## src/rtl/txbuf_pkg.sv

```systemverilog
// Package: shared constants and the register address map for the
// transmit buffer status controller. No logic lives here.
package txbuf_pkg;
    localparam int NUM_BUF = 3;
    localparam int REG_W   = 8;
    localparam int ADDR_W  = 2;

    typedef enum logic [ADDR_W-1:0] {
        ADR_EMPTY = 2'd0,
        ADR_IEN   = 2'd1,
        ADR_ABRQ  = 2'd2,
        ADR_ABAK  = 2'd3
    } txbuf_addr_e;
endpackage

```

## src/rtl/txbuf_slice.sv

```systemverilog
// Module: txbuf_slice
// State of one transmit buffer: empty flag, abort request and abort
// acknowledge. A hardware set always wins over a clear from software.
// Assumes: clr_req and abt_wr are one-cycle write strobes that are
// already decoded from the data bits; sent and abort_done are pulses
// from the transmit engine.
module txbuf_slice (
    input  logic clk,
    input  logic rst_n,
    input  logic clr_req,
    input  logic abt_wr,
    input  logic sent,
    input  logic abort_done,
    input  logic listen,
    output logic empty,
    output logic abt_req,
    output logic abt_ack
);
    logic abort_take;
    logic hw_set;
    logic sw_clr;

    // Decide which events are accepted this cycle
    always_comb begin
        abort_take = abort_done & abt_req;
        hw_set     = sent | abort_take;
        sw_clr     = clr_req & ~listen & ~hw_set;
    end

    // Empty flag: reset to 1, set by hardware, cleared by software
    always_ff @(posedge clk) begin
        if (!rst_n)      empty <= 1'b1;
        else if (hw_set) empty <= 1'b1;
        else if (sw_clr) empty <= 1'b0;
    end

    // Abort request: set only while scheduled, dropped when the flag is set
    always_ff @(posedge clk) begin
        if (!rst_n)                abt_req <= 1'b0;
        else if (hw_set)           abt_req <= 1'b0;
        else if (abt_wr && !empty) abt_req <= 1'b1;
    end

    // Abort acknowledge: set by an accepted abort, dropped by a software clear
    always_ff @(posedge clk) begin
        if (!rst_n)          abt_ack <= 1'b0;
        else if (abort_take) abt_ack <= 1'b1;
        else if (sw_clr)     abt_ack <= 1'b0;
    end

    // a pending request implies the buffer is scheduled
    a_r4_req_needs_sched: assert property (@(posedge clk) disable iff (!rst_n)
        abt_req |-> !empty);
    // a send report always leaves the buffer empty
    a_r3_sent_sets_flag: assert property (@(posedge clk) disable iff (!rst_n)
        sent |=> empty);
    // a flag that falls never leaves its acknowledge high
    a_r6_ack_follows_clear: assert property (@(posedge clk) disable iff (!rst_n)
        $fell(empty) |-> !abt_ack);
    // in listen mode an empty buffer stays empty
    a_r7_listen_keeps_empty: assert property (@(posedge clk) disable iff (!rst_n)
        (listen && empty) |=> empty);
    // an abort without a pending request raises no acknowledge
    a_r5_stray_abort: assert property (@(posedge clk) disable iff (!rst_n)
        (abort_done && !abt_req && !abt_ack) |=> !abt_ack);
endmodule

```

## src/rtl/txbuf_regif.sv

```systemverilog
// Module: txbuf_regif
// Register port: decodes writes into per-buffer strobes, holds the
// interrupt enables, and multiplexes readback.
// Assumes: reg_wr_en is qualified by the caller. Reads are combinational
// and have no side effects.
module txbuf_regif
    import txbuf_pkg::*;
#(
    parameter int NB     = NUM_BUF,
    parameter int DW     = REG_W,
    parameter int AW     = ADDR_W
) (
    input  logic          clk,
    input  logic          rst_n,
    input  logic [AW-1:0] reg_addr,
    input  logic          reg_wr_en,
    input  logic [DW-1:0] reg_wdata,
    input  logic          init_req,
    input  logic          init_ack,
    input  logic [NB-1:0] empty,
    input  logic [NB-1:0] abt_req,
    input  logic [NB-1:0] abt_ack,
    output logic [NB-1:0] clr_req,
    output logic [NB-1:0] abt_wr,
    output logic [NB-1:0] ien,
    output logic [DW-1:0] reg_rdata
);
    localparam int PAD = DW - NB;

    logic          init_active;
    logic          ien_wr_ok;
    logic [NB-1:0] wbits;
    logic          unused_wdata_hi;

    assign wbits           = reg_wdata[NB-1:0];
    assign unused_wdata_hi = ^reg_wdata[DW-1:NB];

    // Classify the initialization handshake state
    always_comb begin
        init_active = init_req & init_ack;
        ien_wr_ok   = ~init_req & ~init_ack;
    end

    // Decode write strobes for the flag and abort-request registers
    always_comb begin
        clr_req = '0;
        abt_wr  = '0;
        if (reg_wr_en && reg_addr == ADR_EMPTY) clr_req = wbits;
        if (reg_wr_en && reg_addr == ADR_ABRQ)  abt_wr  = wbits;
    end

    // Interrupt enables: held at zero in init mode, writable only outside it
    always_ff @(posedge clk) begin
        if (!rst_n || init_active)                            ien <= '0;
        else if (reg_wr_en && ien_wr_ok && reg_addr == ADR_IEN) ien <= wbits;
    end

    // Readback multiplexer with zero padding above the buffer bits
    always_comb begin
        unique case (reg_addr)
            ADR_EMPTY: reg_rdata = {{PAD{1'b0}}, empty};
            ADR_IEN:   reg_rdata = {{PAD{1'b0}}, ien};
            ADR_ABRQ:  reg_rdata = {{PAD{1'b0}}, abt_req};
            default:   reg_rdata = {{PAD{1'b0}}, abt_ack};
        endcase
    end

    // initialization mode leaves the enables at zero
    a_r10_init_holds_ien: assert property (@(posedge clk) disable iff (!rst_n)
        (init_req && init_ack) |=> (ien == '0));
    // a half-finished handshake blocks enable updates
    a_r10_no_write_in_handshake: assert property (@(posedge clk) disable iff (!rst_n)
        (init_req != init_ack) |=> $stable(ien));
endmodule

```

## src/rtl/txbuf_irq.sv

```systemverilog
// Module: txbuf_irq
// Registered transmit interrupt: OR over all buffers of flag AND enable.
// Assumes: empty and ien are registered state, stable between edges.
module txbuf_irq #(
    parameter int NB = 3
) (
    input  logic          clk,
    input  logic          rst_n,
    input  logic [NB-1:0] empty,
    input  logic [NB-1:0] ien,
    output logic          irq
);
    logic [NB-1:0] hit;

    // Per-buffer request terms, one per generate lane
    for (genvar i = 0; i < NB; i++) begin : g_hit
        assign hit[i] = empty[i] & ien[i];
    end

    // Register the combined request
    always_ff @(posedge clk) begin
        if (!rst_n) irq <= 1'b0;
        else        irq <= |hit;
    end

    // the request follows the enabled empty flags one cycle later
    a_r9_irq_lag: assert property (@(posedge clk) disable iff (!rst_n)
        $past(rst_n) |-> (irq == $past(|(empty & ien))));
endmodule

```

## src/rtl/txbuf_status_ctrl.sv

```systemverilog
// Module: txbuf_status_ctrl (top)
// Status and interrupt logic for the transmit buffers: register port,
// per-buffer state slices, and the scheduling, blocking and interrupt outputs.
// Assumes: sent_ok and abort_ok are single-cycle pulses in the clk domain.
module txbuf_status_ctrl
    import txbuf_pkg::*;
(
    input  logic                clk,
    input  logic                rst_n,
    input  logic [ADDR_W-1:0]   reg_addr,
    input  logic                reg_wr_en,
    input  logic [REG_W-1:0]    reg_wdata,
    output logic [REG_W-1:0]    reg_rdata,
    input  logic                init_req,
    input  logic                init_ack,
    input  logic                listen_mode,
    input  logic [NUM_BUF-1:0]  sent_ok,
    input  logic [NUM_BUF-1:0]  abort_ok,
    output logic [NUM_BUF-1:0]  tx_sched,
    output logic [NUM_BUF-1:0]  buf_blocked,
    output logic                tx_irq
);
    logic [NUM_BUF-1:0] empty;
    logic [NUM_BUF-1:0] abt_req;
    logic [NUM_BUF-1:0] abt_ack;
    logic [NUM_BUF-1:0] clr_req;
    logic [NUM_BUF-1:0] abt_wr;
    logic [NUM_BUF-1:0] ien;

    txbuf_regif #(.NB(NUM_BUF), .DW(REG_W), .AW(ADDR_W)) u_regif (
        .clk(clk), .rst_n(rst_n),
        .reg_addr(reg_addr), .reg_wr_en(reg_wr_en), .reg_wdata(reg_wdata),
        .init_req(init_req), .init_ack(init_ack),
        .empty(empty), .abt_req(abt_req), .abt_ack(abt_ack),
        .clr_req(clr_req), .abt_wr(abt_wr), .ien(ien),
        .reg_rdata(reg_rdata)
    );

    for (genvar i = 0; i < NUM_BUF; i++) begin : g_buf
        txbuf_slice u_slice (
            .clk(clk), .rst_n(rst_n),
            .clr_req(clr_req[i]), .abt_wr(abt_wr[i]),
            .sent(sent_ok[i]), .abort_done(abort_ok[i]),
            .listen(listen_mode),
            .empty(empty[i]), .abt_req(abt_req[i]), .abt_ack(abt_ack[i])
        );
    end

    txbuf_irq #(.NB(NUM_BUF)) u_irq (
        .clk(clk), .rst_n(rst_n), .empty(empty), .ien(ien), .irq(tx_irq)
    );

    // Scheduling and access-block outputs drawn from the flags
    always_comb begin
        buf_blocked = ~empty;
        tx_sched    = ~empty & {NUM_BUF{~listen_mode}};
    end

    // no transmission is offered while listening
    a_r8_no_sched_listen: assert property (@(posedge clk) disable iff (!rst_n)
        listen_mode |-> (tx_sched == '0));
    // a buffer offered for sending is always blocked to software
    a_r8_sched_blocked: assert property (@(posedge clk) disable iff (!rst_n)
        ((tx_sched & ~buf_blocked) == '0));
endmodule

```

## config.mk

```make
export PLATFORM = sky130hd
export DESIGN_NAME = txbuf_status_ctrl
export DESIGN_NICKNAME = d
export VERILOG_FILES = /design/src/rtl/txbuf_pkg.sv /design/src/rtl/txbuf_slice.sv /design/src/rtl/txbuf_regif.sv /design/src/rtl/txbuf_irq.sv /design/src/rtl/txbuf_status_ctrl.sv
export SDC_FILE = /design/constraint.sdc
export NUM_CORES = 1
export LEC_CHECK = 0
export BUFFER_PORTS_ARGS = -buffer_cell sky130_fd_sc_hd__buf_2
export CAP_MARGIN = 30
export CORE_ASPECT_RATIO = 1.2
export CORE_MARGIN = 2
export CORE_UTILIZATION = 48
export DETAILED_ROUTE_END_ITERATION = 8
export PLACE_DENSITY = 0.86
export SLEW_MARGIN = 20
export SYNTH_ARGS = -nofsm -noshare
export SYNTH_HDL_FRONTEND = slang
export SYNTH_HIERARCHICAL = 1
export SYNTH_SLANG_ARGS = --single-unit
```

## constraint.sdc

```tcl
create_clock -name clk -period 2.8 [get_ports clk]
set_input_delay 0 -clock clk [delete_from_list [all_inputs] [get_ports clk]]
set_output_delay 0 -clock clk [all_outputs]
set_load 0.02 [all_outputs]
```

After elaboration in Yosys (flattened, before gate mapping)
Cells that the tools add are included.
{"block": "op_classes", "eq_ne": 2, "mux": 9, "n_bitwise": 26, "n_reduce_logical": 20}
{"op": "$and A1 B1 Y1", "count": 14}
{"op": "$pmux W3 S3", "count": 1}
{"op": "$logic_and A1 B1 Y1", "count": 7}
{"op": "$not A1 Y1", "count": 7}
{"op": "$mux W1", "count": 6}
{"op": "$mux W3", "count": 2}
{"op": "$reduce_bool A2 Y1", "count": 3}
{"op": "$reduce_or A2 Y1", "count": 3}
{"op": "$logic_not A1 Y1", "count": 4}
{"op": "$and A3 B3 Y3", "count": 1}
{"op": "$not A3 Y3", "count": 1}
{"op": "$or A1 B1 Y1", "count": 3}
{"op": "$reduce_or A3 Y1", "count": 1}
{"op": "$eq A2 B1 Y1 const B", "count": 1}
{"op": "$eq A2 B2 Y1 const B", "count": 1}
{"op": "$logic_not A2 Y1", "count": 1}
{"op": "$logic_or A1 B1 Y1", "count": 1}
{"block": "totals", "reg_bits": 13, "in_bits": 22, "output_inout_bits": 15, "elab_cells": 68}

Logic depth before layout (Yosys ltp)
{"block": "depth", "depth_word": 7, "depth_mapped": 6, "mapped_depth_nobuf": 5}

Hierarchy
Netlist, hierarchy kept.
{"module": "txbuf_slice", "n_inst": 3, "cells_per_inst": 12, "area_each_um2": 132.6, "seq_area_each_um2": 60.1}
{"module": "txbuf_regif", "n_inst": 1, "cells_per_inst": 34, "area_each_um2": 322.8, "seq_area_each_um2": 60.1}
{"module": "txbuf_irq", "n_inst": 1, "cells_per_inst": 3, "area_each_um2": 36.3, "seq_area_each_um2": 20.0}
{"module": "txbuf_status_ctrl", "n_inst": 1, "cells_per_inst": 6, "area_each_um2": 22.5, "seq_area_each_um2": 0.0}

Worst setup path before layout
No wires, ideal clock.
{"block": "synth_timing", "path_kind": "input to register", "start": "input port reg_addr[1]", "end": "register g_buf[0].u_slice.empty", "setup_ps": 120, "t_arrival_ps": 813, "t_required_ps": 2680, "setup_slack_ps": 1867, "cell_stages": 5, "path_buffers": 1, "path_cell_list": "buf_6 > nor3b_1 > and2_1 > nand2b_1 > a211o_1"}
{"block": "synth_between", "elab_chain_len": 5}
{"element": "start, declared", "line": "txbuf_status_ctrl.sv:10", "text": "input logic [ADDR_W-1:0] reg_addr,"}
{"element": "$logic_not A2 Y1", "line": "txbuf_regif.sv:48", "text": "if (reg_wr_en && reg_addr == ADR_EMPTY) clr_req = wbits;"}
{"element": "$logic_and A1 B1 Y1", "line": "txbuf_regif.sv:48"}
{"element": "$mux W3", "line": "txbuf_regif.sv:48"}
{"element": "via clr_req[0]", "line": "txbuf_status_ctrl.sv:26", "text": "logic [NUM_BUF-1:0] clr_req;"}
{"element": "$and A1 B1 Y1 (2 in a row)", "line": "txbuf_slice.sv:27", "text": "sw_clr = clr_req & ~listen & ~hw_set;"}
{"element": "end signal, assigned", "line": "txbuf_slice.sv:32", "text": "if (!rst_n) empty <= 1'b1;"}
{"element": "end signal, assigned", "line": "txbuf_slice.sv:33", "text": "else if (hw_set) empty <= 1'b1;"}
{"element": "end signal, assigned", "line": "txbuf_slice.sv:34", "text": "else if (sw_clr) empty <= 1'b0;"}
{"element": "end, declared", "line": "txbuf_slice.sv:15", "text": "output logic empty,"}
The timed path passes the listed nets, and every way through them passes these cells.
A chain may end at the register's enable or synchronous reset.

Worst setup path after layout
{"block": "layout_timing", "start": "register g_buf[0].u_slice.empty", "end": "output port reg_rdata[0]"}
{"block": "layout_between", "elab_chain_len": 1}
{"element": "$pmux W3 S3", "line": "txbuf_regif.sv:60", "text": "unique case (reg_addr)"}
{"element": "end, declared", "line": "txbuf_status_ctrl.sv:13", "text": "output logic [REG_W-1:0] reg_rdata,"}
Every way passes these cells.

==> out/results.txt <==
Hold Path Cell Cnt: 2
clk buf depth: 2
Max Cap Viol: 0
largest net degree at the start of global routing: 9
Detail Route met2 WL: 762 µm
initial antenna violation count: 0
post-route ant nets: 0
Layout area overhead: 24.9%
min Tclk post-route: 1.28 ns
Avg Synthesized Cell Area: 9.87 µm²
root buffer cell: clkbuf_4
GRT Util Overall: 19.1%
status: finished, final reports clean
Placed Instance Area: 897 µm²
Chip Height: 48.1 µm
worst reg-to-reg path cell count: 2
worst skew pair latency: 0.27 ns
Syn Inst Count: 79
sequential area share after synthesis: 33.4%
post_cts resized: 0
kind of critical path: register to output pin
share of layout cells above drive strength 1: 38.4%
Setup Viol. Count Final: 0
main flop type after synthesis: dfxtp_1
sw power: 0.0911 mW
Cell Area, Synth: 779 µm²
CTS tree: done
cell taking the most area after synthesis: dfxtp_1
Num CTS Buffers: 3
Antenna Cells: 0
max incr delay on CP: 0.47 ns
number of synthesis warnings: 6
main combinational cell family by area after synthesis: simple AND/OR/NAND/NOR gates
first-pass GRT wire length: 2480 µm
largest cells by area after synthesis: dfxtp_1 (33%), mux4_2 (8.7%), and2_1 (4.8%), buf_4 (4.8%), nand2b_1 (4.8%)
Yosys cell types: 24
DR WL met3: 111 µm
post-synthesis mux area share: 12.5%
first-pass iteration count of the detailed router: 5
HP Class: primary input to register
required time worst endpoint: 2.80 ns
RSZ-0062 raised after global routing: false
Post-Route M1 WL: 717 µm
port bufs: 26
Post-CTS Repair Setup Buffers: 0
Fin Hold WS: 0.0108 ns
most frequent cell after synthesis: dfxtp_1
H-tree levels: 1
top sig layer: met4
number of global-route vias before repair: 614
Worst path slowest cell: mux4_2
power share of the combinational group: 16.2%
fin util: 65.7%
# fillers: 130
routability congestion estimate from global placement: 0.782
area share of xor/xnor cells in the synthesized design: 0%
post-DP HPWL: 1240 µm
Initial Util: 52.6%
wire per inst: 12.7 µm
Synth Area in Compound Gates: 16.2%
sequential fraction of design power: 52.1%
remaining global-route overflow: 0
Rows: 15
core area: 0.00148 mm²
Cell Int Power: 0.267 mW
Final Hold Violating Endpoints: 0
io pins: 37
Switching Share: 25.5%
Worst setup SP type: register
Tcrit/Tclk final: 45.7%
Yosys reg bits: 13
final std cells w/o fill: 129
DRC errors left: 0
Simple-Gate Fraction of Synth Area: 29.7%
fin area: 973 µm²
Max rail drop VDD: 0.263 mV
Post-synth EDFFs: 0
CP Capture Type: output pin
Sink Count: 13
skew final: 0.00147 ns
Die Span X: 40.8 µm
clk slew on worst S/H paths: 0.08 ns
CP cell instances: mux4_2, buf_2
leak pwr: 0.470 nW
Avg Vias per Cell: 5.35
placed cells: 120
Max FO, Critical Path: 6
post-synth top area share: 33.4%
Final Max Slew Viols: 0
starting DRC count in detailed routing: 12
PD cells: 368 mW/mm²
nets: 135
Max Clk Rate: 0.782 GHz
WL final: 1630 µm
clock share of power: 31.7%
DR vias: 690
Fin Setup TNS: 0 ns
post-synthesis adder-cell area fraction: 0%
top cells by count, synth: dfxtp_1 (13), nand2_1 (7), and2_1 (6), nand2b_1 (6), buf_4 (5)
Die Area: 0.00196 mm²
CP arrival: 1.28 ns
async set-reset flop share out of synthesis: 0%
[metal layers]
metal	track usage, %	vias up
li1	-	336
met1	23.4	313
met2	30.0	36
met3	5.94	5
met4	9.33	0
met5	0	-
[state kept, by name, summed over array words and instances, names as in the netlist]
name                   flops
g_buf.u_slice/abt_req      3
g_buf.u_slice/empty        3
u_regif/ien                3
u_irq/irq                  1
g_buf.u_slice/abt_ack      3
[through the flow]
step	power [mW]	worst slack, ns
after detailed placement	0.243	1.68
after floorplan	0.226	1.87
final	0.358	1.52
after global placement	0.241	1.71
after global routing	0.375	1.48
after CTS	0.361	1.52
[placed cells by master (no fill, tap or decap), drive strengths merged]
master	synthesis	layout
a211o	3	3
a21boi	1	1
a21o	3	3
a21oi	3	3
a222oi	1	1
and2	9	9
buf	6	26
clkbuf	0	4
conb	1	5
dfxtp	13	13
dlygate4sd3	0	5
inv	3	3
mux2i	3	3
mux4	3	3
nand2	8	8
nand2b	6	6
nor2	4	4
nor2b	1	1
nor3b	1	1
nor4b	1	1
o311a	3	3
or2b	3	3
or3b	3	3
[cells by family after synthesis]
kind of cell,after synthesis
and+or+nand+nor,36
AOI/OAI and AO/OA,14
DFF,13
buffers and inverters,9
muxes,6
other,1
[worst max-delay path, delay by kind of cell (launching register included)]
kind,cells,cell delay [ns]
flip-flops,1,0.37
multiplexers,1,0.47
buffers and inverters,1,0.17
[final timing paths]
check | from | endpoint | slack [ns]
setup / recovery | g_buf[0].u_slice/empty | reg_rdata[0] | 1.52
hold / removal | sent_ok[2] | g_buf[2].u_slice/abt_ack | 0.01
setup reg to reg | g_buf[1].u_slice/abt_req | g_buf[1].u_slice/abt_ack | 1.83
hold reg to reg | u_regif/ien[1] | u_regif/ien[1] | 0.49
[power by group through the flow]
stage                     combinational (mW)  sequential (mW)  clock (mW)
after CTS                             0.0572            0.187       0.117
final                                 0.0578            0.187       0.113
after detailed placement              0.0518            0.191           0
after global placement                0.0506            0.191           0
after floorplan                       0.0353            0.191           0
after global routing                  0.0625            0.187       0.126
[timing repair]
| item | CTS | global route |
|---|---|---|
| endpoints found under the hold margin | 5 | 0 |
| hold buffers | 5 | 0 |
| setup endpoints to repair | 0 | 0 |
[final cells by class]
type | count | area, µm² | area share (%)
clock buffers | 4 | 26.3 | 2.70
flip-flops and latches | 13 | 260 | 26.7
multi-input cells | 61 | 474 | 48.7
repair buffers | 31 | 180 | 18.5
well taps | 17 | 21.3 | 2.19
inverters | 3 | 11.3 | 1.16
No activity file was read; power rests on OpenSTA's default activity.
